==> config.mk <==
export PLATFORM = sky130hd
export DESIGN_NAME = e1_crc4_recalc
export DESIGN_NICKNAME = d
export VERILOG_FILES = /design/src/rtl/e1_crc4r_pkg.sv /design/src/rtl/e1_frame_tracker.sv /design/src/rtl/e1_sa_replacer.sv /design/src/rtl/e1_crc4_corrector.sv /design/src/rtl/e1_crc4_recalc.sv
export SDC_FILE = /design/constraint.sdc
export NUM_CORES = 1
export LEC_CHECK = 0
export ABC_AREA = 0
export ABC_CLOCK_PERIOD_IN_PS = 5200
export BUFFER_PORTS_ARGS = -buffer_cell sky130_fd_sc_hd__buf_2
export CAP_MARGIN = 20
export CORE_ASPECT_RATIO = 0.75
export CORE_UTILIZATION = 45
export DETAILED_ROUTE_END_ITERATION = 8
export MAX_ROUTING_LAYER = met4
export PLACE_DENSITY_LB_ADDON = 0.2
export RECOVER_POWER = 25
export SLEW_MARGIN = 10
export SYNTH_ARGS = -nofsm -noshare
export SYNTH_HDL_FRONTEND = slang
export SYNTH_SLANG_ARGS = --single-unit
==> constraint.sdc <==
create_clock -name clk_i -period 5.2 [get_ports clk_i]
set_input_delay 0.78 -clock clk_i [delete_from_list [all_inputs] [get_ports clk_i]]
set_output_delay 0.78 -clock clk_i [all_outputs]
set_load 0.05 [all_outputs]
==> src/rtl/e1_crc4r_pkg.sv <==
`timescale 1ns/1ps
package e1_crc4r_pkg;
  localparam int unsigned E1_BITS_PER_FRAME = 256;
  localparam int unsigned E1_FRAMES_PER_MF  = 16;
  localparam int unsigned E1_FRAMES_PER_SMF = 8;
  localparam int unsigned E1_SA_W           = 5;
  localparam int unsigned E1_SA_FIRST       = 3;  // zero-based position of Sa4
  localparam int unsigned CRC4_W            = 4;
  localparam logic [3:0]  CRC4_POLY         = 4'b0011;  // x^4 + x + 1, implicit x^4
endpackage

==> src/rtl/e1_frame_tracker.sv <==
`timescale 1ns/1ps
module e1_frame_tracker #(
  parameter int unsigned BPF   = 256,
  parameter int unsigned FPM   = 16,
  parameter int unsigned BIT_W = $clog2(BPF),
  parameter int unsigned FRM_W = $clog2(FPM)
) (
  input  logic             clk_i,
  input  logic             rst_ni,
  input  logic             ser_i,
  input  logic             sync_i,
  output logic             ser_o,
  output logic [BIT_W-1:0] bit_o,
  output logic [FRM_W-1:0] frm_o,
  output logic             aligned_o
);
  always_ff @(posedge clk_i or negedge rst_ni) begin
    if (!rst_ni) begin
      ser_o     <= 1'b0;
      bit_o     <= '0;
      frm_o     <= '0;
      aligned_o <= 1'b0;
    end else begin
      ser_o     <= ser_i;
      aligned_o <= aligned_o | sync_i;
      if (sync_i) begin
        bit_o <= '0;
        frm_o <= '0;
      end else if (bit_o == BIT_W'(BPF-1)) begin
        bit_o <= '0;
        frm_o <= (frm_o == FRM_W'(FPM-1)) ? '0 : frm_o + 1'b1;
      end else begin
        bit_o <= bit_o + 1'b1;
      end
    end
  end
endmodule

==> src/rtl/e1_sa_replacer.sv <==
`timescale 1ns/1ps
module e1_sa_replacer #(
  parameter int unsigned BIT_W    = 8,
  parameter int unsigned SA_W     = 5,
  parameter int unsigned SA_FIRST = 3
) (
  input  logic             ser_i,
  input  logic [BIT_W-1:0] bit_i,
  input  logic             odd_frame_i,
  input  logic             aligned_i,
  input  logic             mode_i,
  input  logic [SA_W-1:0]  sa_i,
  input  logic [SA_W-1:0]  sel_i,
  output logic             ser_o,
  output logic             diff_o
);
  logic [SA_W-1:0] hit;

  for (genvar k = 0; k < SA_W; k++) begin : g_slot
    assign hit[k] = aligned_i & odd_frame_i & mode_i & sel_i[k]
                  & (bit_i == BIT_W'(SA_FIRST + k));
  end

  always_comb begin
    ser_o  = (|hit) ? (|(hit & sa_i)) : ser_i;
    diff_o = ser_o ^ ser_i;
  end
endmodule

==> src/rtl/e1_crc4_corrector.sv <==
`timescale 1ns/1ps
module e1_crc4_corrector #(
  parameter int unsigned BIT_W = 8,
  parameter int unsigned FRM_W = 4,
  parameter int unsigned FPS   = 8,
  parameter int unsigned CRC_W = 4,
  parameter logic [CRC_W-1:0] POLY = 4'b0011
) (
  input  logic             clk_i,
  input  logic             rst_ni,
  input  logic [BIT_W-1:0] bit_i,
  input  logic [FRM_W-1:0] frm_i,
  input  logic             aligned_i,
  input  logic             rec_en_i,
  input  logic             ins_en_i,
  input  logic             diff_i,
  output logic             mode_o,
  output logic             fix_o
);
  localparam int unsigned SUB_W = $clog2(FPS);

  logic [SUB_W-1:0] sub;
  logic             smf_start, c_slot, fb;
  logic [CRC_W-1:0] acc_q, corr_q, corr_cur, base, acc_nxt;
  logic             mode_q;

  always_comb begin
    sub       = frm_i[SUB_W-1:0];
    smf_start = aligned_i && (bit_i == '0) && (sub == '0);
    c_slot    = aligned_i && (bit_i == '0) && !sub[0];
    mode_o    = smf_start ? (rec_en_i & ins_en_i) : mode_q;
    corr_cur  = smf_start ? acc_q : corr_q;
    fix_o     = c_slot & corr_cur[CRC_W-1-int'(sub[SUB_W-1:1])];
    // serial division of the difference stream, restarting each submultiframe
    base      = smf_start ? '0 : acc_q;
    fb        = base[CRC_W-1] ^ diff_i;
    acc_nxt   = {base[CRC_W-2:0], 1'b0} ^ (fb ? POLY : '0);
  end

  always_ff @(posedge clk_i or negedge rst_ni) begin
    if (!rst_ni) begin
      acc_q  <= '0;
      corr_q <= '0;
      mode_q <= 1'b0;
    end else begin
      acc_q  <= acc_nxt;
      mode_q <= mode_o;
      if (smf_start) corr_q <= acc_q;
    end
  end
endmodule

==> src/rtl/e1_crc4_recalc.sv <==
`timescale 1ns/1ps
module e1_crc4_recalc
  import e1_crc4r_pkg::*;
#(
  parameter int unsigned BPF      = E1_BITS_PER_FRAME,
  parameter int unsigned FPM      = E1_FRAMES_PER_MF,
  parameter int unsigned FPS      = E1_FRAMES_PER_SMF,
  parameter int unsigned SA_W     = E1_SA_W,
  parameter int unsigned SA_FIRST = E1_SA_FIRST,
  parameter int unsigned CRC_W    = CRC4_W,
  parameter logic [CRC_W-1:0] POLY = CRC4_POLY
) (
  input  logic            clk_i,
  input  logic            rst_ni,
  input  logic            ser_i,
  input  logic            sync_i,
  input  logic            recalc_en_i,
  input  logic            crc_ins_en_i,
  input  logic [SA_W-1:0] sa_i,
  input  logic [SA_W-1:0] sa_sel_i,
  output logic            ser_o
);
  localparam int unsigned BIT_W = $clog2(BPF);
  localparam int unsigned FRM_W = $clog2(FPM);

  logic             ser_q, aligned_q, rec_q, ins_q;
  logic [BIT_W-1:0] bit_q;
  logic [FRM_W-1:0] frm_q;
  logic [SA_W-1:0]  sa_q, sel_q;
  logic             mode_act, ser_sa, diff, fix;

  e1_frame_tracker #(.BPF(BPF), .FPM(FPM), .BIT_W(BIT_W), .FRM_W(FRM_W)) u_trk (
    .clk_i, .rst_ni, .ser_i, .sync_i,
    .ser_o(ser_q), .bit_o(bit_q), .frm_o(frm_q), .aligned_o(aligned_q)
  );

  always_ff @(posedge clk_i or negedge rst_ni) begin
    if (!rst_ni) begin
      sa_q  <= '0;
      sel_q <= '0;
      rec_q <= 1'b0;
      ins_q <= 1'b0;
    end else begin
      sa_q  <= sa_i;
      sel_q <= sa_sel_i;
      rec_q <= recalc_en_i;
      ins_q <= crc_ins_en_i;
    end
  end

  e1_sa_replacer #(.BIT_W(BIT_W), .SA_W(SA_W), .SA_FIRST(SA_FIRST)) u_sa (
    .ser_i(ser_q), .bit_i(bit_q), .odd_frame_i(frm_q[0]), .aligned_i(aligned_q),
    .mode_i(mode_act), .sa_i(sa_q), .sel_i(sel_q), .ser_o(ser_sa), .diff_o(diff)
  );

  e1_crc4_corrector #(.BIT_W(BIT_W), .FRM_W(FRM_W), .FPS(FPS), .CRC_W(CRC_W),
                      .POLY(POLY)) u_crc (
    .clk_i, .rst_ni, .bit_i(bit_q), .frm_i(frm_q), .aligned_i(aligned_q),
    .rec_en_i(rec_q), .ins_en_i(ins_q), .diff_i(diff),
    .mode_o(mode_act), .fix_o(fix)
  );

  always_ff @(posedge clk_i or negedge rst_ni) begin
    if (!rst_ni) ser_o <= 1'b0;
    else         ser_o <= ser_sa ^ fix;
  end
endmodule

## Yosys cells after proc, flatten, opt, wreduce, memory -nomap -nowiden

Cells that the tools add are included.

| storage, ports and cells | value |
|---|---|
| flip-flop bits (word level) | 36 |
| latch bits | 0 |
| memory bits (writable) | 0 |
| memory bits (read-only) | 0 |
| input port bits | 16 |
| output and inout port bits | 1 |
| word-level logic and storage cells | 64 |
| memories | 0 |

| operators by class | value |
|---|---|
| add/sub/neg operators | 3 |
| multiply operators | 0 |
| divide/modulo/power cells | 0 |
| $lt $le $gt $ge | 1 |
| eq/ne operators | 7 |
| shifts and indexed selects | 0 |
| mux-type cells | 12 |
| bitwise operators | 20 |
| reductions and logical operators | 9 |

Operators with widths:

| operator | number |
|---|---|
| $eq A8 B3 Y1 const B | 4 |
| $lt A32 B3 Y1 const B | 1 |
| $mux W4 | 5 |
| $mux W8 | 2 |
| $and A1 B1 Y1 | 14 |
| $reduce_or A5 Y1 | 2 |
| $add A8 B1 Y8 const B | 1 |
| $eq A8 B2 Y1 const B | 1 |
| $eq A8 B8 Y1 const B | 1 |
| $logic_not A8 Y1 | 1 |
| $and A5 B5 Y5 | 1 |
| $add A4 B1 Y4 const B | 1 |
| $eq A4 B4 Y1 const B | 1 |
| $xor A4 B4 Y4 | 1 |
| $logic_and A1 B1 Y1 | 3 |
| $logic_not A3 Y1 | 1 |
| $mux W1 | 3 |
| $sub A2 B2 Y3 const A | 1 |
| $xor A1 B1 Y1 | 3 |
| $bmux W1 S2 | 1 |
| $mux W2 | 1 |
| $reduce_bool A2 Y1 | 1 |
| $logic_not A1 Y1 | 1 |
| $or A1 B1 Y1 | 1 |

## Longest topological paths before layout

Gate-level depths: netlist of run 1.

| depth | value |
|---|---|
| depth in word-level cells | 14 |
| mapped depth | 8 |
| gate-level depth less buffers | 7 |

## By module

Synthesis of run 1 repeated with hierarchy kept, for this count alone.

| second synthesis, totals | value |
|---|---|
| cell total of the unflattened synthesis | 133 |
| area, all modules | 1617.8 sq um |

By module, submodules not included:

| module | instances | cells an instance | area an instance (sq um) | sequential area each (sq um) |
|---|---|---|---|---|
| e1_frame_tracker | 1 | 66 | 668.1 | 350.3 |
| e1_crc4_corrector | 1 | 29 | 420.4 | 200.2 |
| e1_crc4_recalc | 1 | 14 | 334.1 | 325.3 |
| e1_sa_replacer | 1 | 24 | 195.2 | 0.0 |

## Least setup slack after synthesis of run 1

No wires, ideal clock.

| path | value |
|---|---|
| path type | register -> register |
| start point | register u_trk.frm_o[1] |
| end point | register ser_o |
| setup time | 0.079 ns |
| data arrival time | 1.842 ns |
| data required time | 5.121 ns |
| path slack | 3.278 ns |
| cell stages (with the launch flop) | 9 |
| path buffers | 1 |
| period minus slack after synthesis | 1.922 ns |
| path through | dfrtp_1 > clkbuf_1 > inv_1 > ha_1 > and4bb_1 > a21bo_1 > a211oi_2 > mux2i_1 > xor2_1 |

| on the way | value |
|---|---|
| word-level cells in the longest chain between the ends | 10 |
| elaborated cells between the ends (all ways) | 24 |
| classes of those cells | 1 x add/sub; 5 x mux; 14 x bitwise; 4 x reduce/logical |

RTL lines:

| item | line | RTL |
|---|---|---|
| from (decl) | e1_frame_tracker.sv:14 | `output logic [FRM_W-1:0] frm_o,` |
| from (signal assigned) | e1_frame_tracker.sv:31 | `frm_o <= (frm_o == FRM_W'(FPM-1)) ? '0 : frm_o + 1'b1;` |
| $logic_not A3 Y1 | e1_crc4_corrector.sv:29 | `smf_start = aligned_i && (bit_i == '0) && (sub == '0);` |
| $logic_and A1 B1 Y1 | e1_crc4_corrector.sv:29 |  |
| $mux W1 | e1_crc4_corrector.sv:31 | `mode_o = smf_start ? (rec_en_i & ins_en_i) : mode_q;` |
| $and A1 B1 Y1 (2 in series) | e1_sa_replacer.sv:20 | `assign hit[k] = aligned_i & odd_frame_i & mode_i & sel_i[k]` |
| $and A1 B1 Y1 | e1_sa_replacer.sv:21 | `& (bit_i == BIT_W'(SA_FIRST + k));` |
| $and A5 B5 Y5 | e1_sa_replacer.sv:25 | `ser_o = (\|hit) ? (\|(hit & sa_i)) : ser_i;` |
| $reduce_or A5 Y1 | e1_sa_replacer.sv:25 |  |
| $mux W1 | e1_sa_replacer.sv:25 |  |
| $xor A1 B1 Y1 (*) | e1_crc4_recalc.sv:65 | `else ser_o <= ser_sa ^ fix;` |
| to (signal assigned) | e1_crc4_recalc.sv:65 |  |
| to (decl) | e1_crc4_recalc.sv:21 | `output logic ser_o` |

Mark *: on every way between the ends. The rest lies on a longest branch, timed or not. The select of a mux whose other input is x is not followed.
A chain may end at the register's enable or synchronous reset.

## Final worst setup path of run 1

Ends and elaborated chain as after synthesis.

==> impl_metrics.ini, run 1 <==
[outcome]
outcome = complete, but fails checks
failed_checks = capacitance limit, slew limit

[synthesis]
ys.flop_type = dfrtp_1
syn_area_sq_um = 1683
synth_seq_cells = 36
postSynthCellCount = 145
synth_top_area_share_pct = 53.53
synth_edf_count = 0
ys_warn_count = 0
ys_types = 44
synth_area_leader_cell = dfrtp_1
synthArstFlopShare_pct = 100.0
seq_area_frac_synth_pct = 53.53
synth_area_per_cell_sq_um = 11.61
syn-num-nets = 167
synth_area_leaders = dfrtp_1 54%, ha_1 4.5%, xor2_1 3.6%

[global_routing]
grt_max_degree = 37
grt_pass1_wl_um = 4947
antenna_found_initial = 0
grt_pass1_vias = 1062
grtUsageTotal_pct = 17.99
grt.overflow.total = 0

[sta]
tightest_slew_ns = 1.813
fin_skew_ns = 0.004265
period_share_pct = 42.99
holdWs_ns = 0.4920
fmax_mhz = 447.3
maxSlewHeadroom_pct = -20.84
timing.setup.tns_ns = 0
drv_slew = 37
layout_min_cycle_time_ns = 2.235
rsz0062_at_grt = false
finalHoldViolCount = 0
setup_violations = 0

[setup_path]
worst_setup_path_start_kind = flip-flop
cp-startpoint = u_trk.frm_o[1]
worst-r2r-cell-count = 7
end_kind = flip-flop
worstSetupPathType = flip-flop to flip-flop
r2r-end = ser_o
r2r_slack_ns = 2.96
crit_arrival_ns = 2.45
endpoint = ser_o
crit_required_ns = 5.41
reg2reg_from = u_trk.frm_o[1]
crit_path_max_fanout = 11

[finish]
fin_util_pct = 54.90
syn2layout_area_growth_pct = 11.67
final_common_cell = dfrtp_1
layout.nets = 184
diodes = 0
final_cells = 213
layout-drive-gt1-share_pct = 17.79
fillers = 309
final_cell_mix = 36 x dfrtp_1, 14 x buf_2, 11 x nand2_1, 10 x nor2_1, 8 x nand3_1

[clocking]
hold_buffers = 0
clkTransAtPathRegs_ns = 0.07
cts_tree = done
root_buffer = clkbuf_8
cts_resized = 0
htree_levels = 2
cts_sinks = 36
cts_setup_buffers = 0
cts_made_buffers = 5
insertion_delay_ns = 0.29
clock_path_buffers = 2

[placed_design]
dp.cells = 205
gp_congestion = 0.8234
numPortBuffers = 16
hpwl_um = 2043

[floorplanning]
die-area_sq_um = 3991
die_w_um = 72.62
top_level_ports = 17
core-area_sq_um = 3423
rows = 18
initial_core_util_pct = 49.16
die_h_um = 54.96

[routing]
drc = 0
wl_per_cell_um = 13.31
vias_per_cell = 5.061
routed_wirelength_um = 2834
dr.pass1.iters = 4
num_vias = 1078
drtAntennaViolNets = 0
drt_iter0_markers = 52

[power]
p_per_area_nw_per_um2 = 283.2
power.leakage_nw = 0.8324
peakVddDrop_mv = 0.2048

[job]
drv_cap = 1

[worst_hold_path]
min_path_type = flip-flop to flip-flop
[sequential cells by signal (all words and copies together) (netlist names)]
| register | flops |
|---|---|
| ins_q | 1 |
| rec_q | 1 |
| sa_q | 5 |
| sel_q | 5 |
| ser_o | 1 |
| u_crc.acc_q | 4 |
| u_crc.corr_q | 4 |
| u_crc.mode_q | 1 |
| u_trk.aligned_o | 1 |
| u_trk.bit_o | 8 |
| u_trk.frm_o | 4 |
| u_trk.ser_o | 1 |
[power breakdown]
part	switching [W]	total (W)	leakage [nW]	internal (W)
registers	0.00000595	0.000294	0.462	0.000288
clock network	0.000103	0.000198	0.0404	0.0000947
logic	0.0000249	0.0000404	0.330	0.0000155
total	0.000134	0.000532	0.832	0.000399
[worst max-delay path: stages, from the launching register on]
cell and delay [ns]:
dfrtp_1 0.50, inv_1 0.10, ha_1 0.21, and4bb_1 0.25, nand3_1 0.38, mux4_1 0.39, a31oi_2 0.19, xor2_1 0.15
[cell usage after synthesis, types with 2 or more instances]
master     n
xnor2_1    3
a21oi_1    6
nand3_1    8
clkbuf_1   2
mux2i_1    4
nor2b_1    3
a22oi_1    2
mux2_1     4
nand2_1   11
buf_2      2
xor2_1     7
inv_1      5
and2_1     3
or2_2      2
nor2_1    10
dfrtp_1   36
nand4_1    2
o21ai_1    4
ha_1       6
[kinds of logic (layout without fill, tap and decap cells)]
kind of cell	after synthesis	count (layout)	share of synthesized area [%]
adder cells (fa/ha/maj)	6	6	4.461
XOR/XNOR	10	10	5.205
buffers and inverters	11	29	3.272
flip-flops	36	36	53.53
AO/OA/AOI/OAI	21	21	8.847
multiplexers	9	9	6.617
AND/OR/NAND/NOR	52	52	18.07
[worst min path at each step]
stage                          from         endpoint  slack, ns  cells after the start
global placement       u_crc.mode_q     u_crc.mode_q       0.48                      2
finish                 u_crc.mode_q     u_crc.mode_q       0.49                      2
global route        u_crc.corr_q[0]  u_crc.corr_q[0]       0.52                      1
floorplan           u_trk.aligned_o  u_trk.aligned_o       0.44                      1
detailed placement     u_crc.mode_q     u_crc.mode_q       0.48                      2
CTS                    u_crc.mode_q     u_crc.mode_q       0.50                      2
[per-stage QoR]
stage,worst slack [ns],area (sq um),total power (W)
5_1_grt,2.759,1879,0.0005585
2_1_floorplan,3.278,1683,0.0003249
6_report,2.965,1879,0.0005323
3_5_place_dp,2.987,1789,0.0003410
3_3_place_gp,3.133,1789,0.0003395
4_1_cts,2.984,1882,0.0005388
[layout make-up]
class / instances / area, sq um / share of cell area (%)
clock inverters: 3 / 23.77 / 1.265
multi-input cells: 98 / 726.9 / 38.68
clock buffers: 5 / 68.82 / 3.662
repair buffers: 16 / 77.57 / 4.128
flip-flops and latches: 36 / 900.9 / 47.94
well taps: 50 / 62.56 / 3.329
inverters: 5 / 18.77 / 0.9987
[routing by layer]
| layer | routed length [um] | track usage, % | vias up |
|---|---|---|---|
| met3 | 151 | 5.616 | 2 |
| met1 | 1440 | 23.50 | 507 |
| met5 | 0 | - | - |
| met2 | 1229 | 27.57 | 30 |
| met4 | 12 | 4.902 | 0 |
| li1 | - | - | 539 |
No activity file was read; power rests on OpenSTA's default activity.
==> inputs of run 2 (changes only) <==
- ABC_CLOCK_PERIOD_IN_PS: 5200 -> 2200
- clock period: 5.2 -> 2.2 ns (I/O delays scaled with it)
==> run 2 against run 1 <==
  * The flow still finishes with violations (capacitance limit, slew limit)
  * Clock-buffer cell count increased by 1
  * Worst setup slack worse by 2.7 ns
  * Highest routed layer unchanged
  * Largest cell class unchanged
  * Total power grew to 2.6 times the previous value
  * Die area did not move
  * Worst hold slack worse by 0.34 ns
  * Sequential cell count stayed put
  * Global-route usage is 0.84 points lower
  * Via count is 3.5% higher
  * First-iteration DRC count decreased by 1.9%
  * Register-to-register slack worse by 2.7 ns
  * Design area is 2.1% higher
  * Non-clock buffer count is 3 higher
==> impl_metrics.ini, run 2 (same netlist as run 1, synthesis figures left out) <==
[finish]
top_register = u_trk.bit_o
fin_util_pct = 56.03
largest_reg_flops = 8
layout.nets = 187
layout-drive-gt1-share_pct = 19.28
top_regs = u_trk.bit_o x8, sa_q x5, sel_q x5
final_cell_mix = 36 x dfrtp_1, 15 x buf_2, 11 x nand2_1, 10 x nor2_1, 8 x nand3_1
syn2layout_area_growth_pct = 13.98
final_cells = 216
diodes = 0
final_common_cell = dfrtp_1
fillers = 296

[clocking]
cts_made_buffers = 5
cts_tree = done
hold_buffers = 0
clkTransAtPathRegs_ns = 0.07
root_buffer = clkbuf_8
insertion_delay_ns = 0.28
htree_levels = 2
cts_resized = 0
cts_sinks = 36
cts_setup_buffers = 0
clock_path_buffers = 2

[power]
peakVddDrop_mv = 0.5089
power.total_w = 0.001358
power.leakage_nw = 0.8656
p_per_area_nw_per_um2 = 707.8

[setup_path]
worst_setup_path_start_kind = flip-flop
crit_path_max_fanout = 7
crit_arrival_ns = 2.16
crit_required_ns = 2.41
end_kind = flip-flop
worstSetupPathType = flip-flop to flip-flop

[routing]
drt_iter0_markers = 51
num_vias = 1116
drc = 0
drtAntennaViolNets = 0
wl_per_cell_um = 13.27
vias_per_cell = 5.167
dr.pass1.iters = 4
routed_wirelength_um = 2867

[floorplanning]
initial_core_util_pct = 49.16
rows = 18
top_level_ports = 17
die-area_sq_um = 3991
core-area_sq_um = 3423
die_h_um = 54.96
die_w_um = 72.62

[sta]
finalHoldViolCount = 0
maxSlewHeadroom_pct = -23.59
layout_min_cycle_time_ns = 1.954
rsz0062_at_grt = false
timing.setup.tns_ns = 0
drv_slew = 37
tightest_slew_ns = 1.854
period_share_pct = 88.82
fmax_mhz = 511.8
fin_skew_ns = 0.005417
setup_violations = 0

[global_routing]
grtUsageTotal_pct = 17.16
grt_pass1_vias = 1033
grt_max_degree = 37
grt.overflow.total = 0
grt_pass1_wl_um = 4781
antenna_found_initial = 0

[job]
drv_cap = 1

[outcome]
failed_checks = capacitance limit, slew limit
outcome = complete, but fails checks

[placed_design]
hpwl_um = 2100
numPortBuffers = 16
dp.cells = 208
gp_congestion = 0.8583

[worst_hold_path]
min_path_type = input port to flip-flop
## run 2: cell count changes in the layout (fill, tap and decap cells not counted)
cell        previous run  this run
clkinvlp_4             2         0
buf_2                 14        15
clkinv_2               0         1
buf_4                  0         3
bufinv_16              0         1
clkinv_4               1         0
## run 2: layout make-up
cell class / count / area (sq um) / area share [%]
inverter: 5 / 18.77 / 0.9785
multi-input combinational: 98 / 726.9 / 37.90
sequential: 36 / 900.9 / 46.97
tap: 50 / 62.56 / 3.262
timing repair buffer: 19 / 101.3 / 5.284
clock buffer: 6 / 72.57 / 3.783
clock inverter: 2 / 35.03 / 1.826
## run 2: worst paths after layout
kind / from / endpoint / slack, ns / cells after the start
worst max register to register: u_trk.frm_o[0] / ser_o / 0.25 / 7
max in group asynchronous: rst_ni / u_trk.bit_o[1] / 0.59 / 1
worst min-delay path: ser_i / u_trk.ser_o / 0.15 / 1
min in group asynchronous: rst_ni / u_trk.frm_o[2] / 0.55 / 1
worst min register to register: u_crc.acc_q[1] / u_crc.acc_q[2] / 0.49 / 1
worst max-delay path: u_trk.frm_o[0] / ser_o / 0.25 / 7
## run 2: report_power, final
group	switching (W)	leakage (nW)	internal, W	total (W)
Clock	0.000225	0.0552	0.000336	0.000561
Combinational	0.0000589	0.349	0.0000400	0.0000989
Sequential	0.0000156	0.462	0.000682	0.000698
## run 2: worst max-delay path, stage by stage, from the launching register on
cell	delay, ns
dfrtp_1	0.46
inv_1	0.11
ha_1	0.20
and4bb_1	0.24
a21bo_1	0.22
a211oi_2	0.26
mux2i_1	0.24
xor2_1	0.15
## run 2: through the flow
step / cell area (sq um) / setup WS [ns] / hold slack [ns]
finish: 1918 / 0.2460 / 0.1481
global route: 1918 / 0.07950 / 0.1329
CTS: 1919 / 0.2459 / 0.1394
detailed placement: 1812 / 0.2619 / 0.4393
global placement: 1812 / 0.3589 / 0.4374
floorplan: 1683 / 0.2785 / 0.03441
## run 2: routing by layer
| metal | vias to the layer above | global-route usage, % | share of wire [%] |
|---|---|---|---|
| met5 | - | - | 0 |
| met4 | 0 | 6.209 | 1.2 |
| met3 | 4 | 4.710 | 3.7 |
| met2 | 24 | 25.08 | 44 |
| met1 | 545 | 23.20 | 51 |
| li1 | 543 | - | - |
==> inputs of run 3 (changes only) <==
- CELL_PAD_IN_SITES_DETAIL_PLACEMENT: unset -> 1
- CELL_PAD_IN_SITES_GLOBAL_PLACEMENT: unset -> 1
- GPL_TIMING_DRIVEN: unset -> 1
==> run 3 against run 2 <==
  * The flow still finishes with violations (capacitance limit, slew limit)
  * Core utilization is 0.33 points higher
  * First-iteration DRC count up 37%
  * Maximum frequency down 6.6%
  * Highest routed layer unchanged
  * Clock skew grew 0.0048 ns
  * Design area increased by 0.59%
  * Sequential share of layout area is 0.27 points lower
  * Wire length is 33% higher
  * Worst hold slack worse by 0.0043 ns
==> impl_metrics.ini, run 3 (same netlist as run 1, synthesis figures left out) <==
[outcome]
outcome = complete, but fails checks
failed_checks = capacitance limit, slew limit

[setup_path]
r2r-end = ser_o
r2r_slack_ns = 0.11
crit_arrival_ns = 2.31
worstSetupPathType = flip-flop to flip-flop
crit_required_ns = 2.41
reg2reg_from = u_trk.frm_o[0]
worst-r2r-cell-count = 7
crit_path_max_fanout = 7
worst_setup_path_start_kind = flip-flop
end_kind = flip-flop

[floorplanning]
die_w_um = 72.62
top_level_ports = 17
core-area_sq_um = 3423
die_h_um = 54.96
initial_core_util_pct = 49.16
die-area_sq_um = 3991
rows = 18

[global_routing]
grtUsageTotal_pct = 22.64
grt_pass1_vias = 1228
grt_max_degree = 37
grt_pass1_wl_um = 6168
grt.overflow.total = 0
antenna_found_initial = 0

[clocking]
cts_made_buffers = 5
cts_resized = 0
root_buffer = clkbuf_8
htree_levels = 2
cts_sinks = 36
hold_buffers = 0
insertion_delay_ns = 0.29
clock_path_buffers = 2
clkTransAtPathRegs_ns = 0.07
cts_tree = done
cts_setup_buffers = 0

[sta]
maxSlewHeadroom_pct = -25.89
setup_violations = 0
fin_skew_ns = 0.01018
period_share_pct = 95.13
fmax_mhz = 477.8
drv_slew = 37
tightest_slew_ns = 1.888
finalHoldViolCount = 0
layout_min_cycle_time_ns = 2.093
holdWs_ns = 0.1438
rsz0062_at_grt = false
timing.setup.tns_ns = 0
setup_slack_ns = 0.1072

[finish]
diodes = 0
final_common_cell = dfrtp_1
layout-drive-gt1-share_pct = 20.36
layout.nets = 188
final_cell_mix = 36 x dfrtp_1, 15 x buf_2, 11 x nand2_1, 10 x nor2_1, 8 x nand3_1
top_register = u_trk.bit_o
fin_util_pct = 56.36
syn2layout_area_growth_pct = 14.65
top_regs = u_trk.bit_o x8, sa_q x5, sel_q x5
fillers = 384
largest_reg_flops = 8

[power]
p_per_area_nw_per_um2 = 717.1
power.leakage_nw = 0.8701
power.total_w = 0.001383
peakVddDrop_mv = 0.4176

[routing]
num_vias = 1172
drc = 0
wl_per_cell_um = 17.54
top_layer_used = met4
wl_met2_um = 1897
routed_wirelength_um = 3807
vias_per_cell = 5.401
dr.pass1.iters = 4
drtAntennaViolNets = 0
met1Wirelength_um = 1742
wl_met3_um = 125
drt_iter0_markers = 70

[job]
drv_cap = 1

[placed_design]
pre_cts_ws_ns = 0.1378
gp_congestion = 0.7904
hpwl_um = 2707
numPortBuffers = 16

[worst_hold_path]
min_path_type = input port to flip-flop
hold_start = sa_i[0]
holdPathStages = 1
hold_end = sa_q[0]
## run 3: worst max-delay path by stage
stage                         startpoint             end  slack, ns  cells after the start
after floorplan           u_trk.frm_o[1]           ser_o       0.28                      8
after global routing      u_trk.frm_o[0]           ser_o       0.01                      7
after global placement    u_trk.bit_o[0]  u_crc.acc_q[1]       0.36                      7
final                     u_trk.frm_o[0]           ser_o       0.11                      7
after CTS                 u_trk.frm_o[0]           ser_o       0.11                      7
after detailed placement  u_trk.bit_o[0]           ser_o       0.14                      7
## run 3: layout make-up
class | count | area [sq um] | share of cell area, %
Clock inverter | 3 | 42.54 | 2.205
Multi-Input combinational cell | 98 | 726.9 | 37.68
Clock buffer | 5 | 68.82 | 3.567
Sequential cell | 36 | 900.9 | 46.69
Tap cell | 50 | 62.56 | 3.243
Timing Repair Buffer | 20 | 108.9 | 5.642
Inverter | 5 | 18.77 | 0.9728
## run 3: worst max-delay path, stage by stage, from the launching register on
cell	delay, ns
dfrtp_1	0.46
inv_1	0.12
ha_1	0.20
and4bb_1	0.27
a21bo_1	0.23
a211oi_2	0.29
mux2i_1	0.28
xor2_1	0.16
## run 3: stage by stage
stage	instance area (sq um)	instances
4_1_cts	1931	217
3_3_place_gp	1819	209
2_1_floorplan	1683	145
3_5_place_dp	1819	209
6_report	1929	217
5_1_grt	1929	217
## run 3: per-layer routing
| metal | vias up | GRT usage (%) |
|---|---|---|
| met1 | 595 | 28.06 |
| met5 | - | - |
| met2 | 26 | 37.69 |
| li1 | 544 | - |
| met3 | 7 | 4.529 |
| met4 | 0 | 8.497 |
## run 3: report_power, final
part | switching, W | total, W | internal, W
clock network | 0.000244 | 0.000579 | 0.000335
registers | 0.0000177 | 0.000700 | 0.000682
logic | 0.0000645 | 0.000105 | 0.0000404
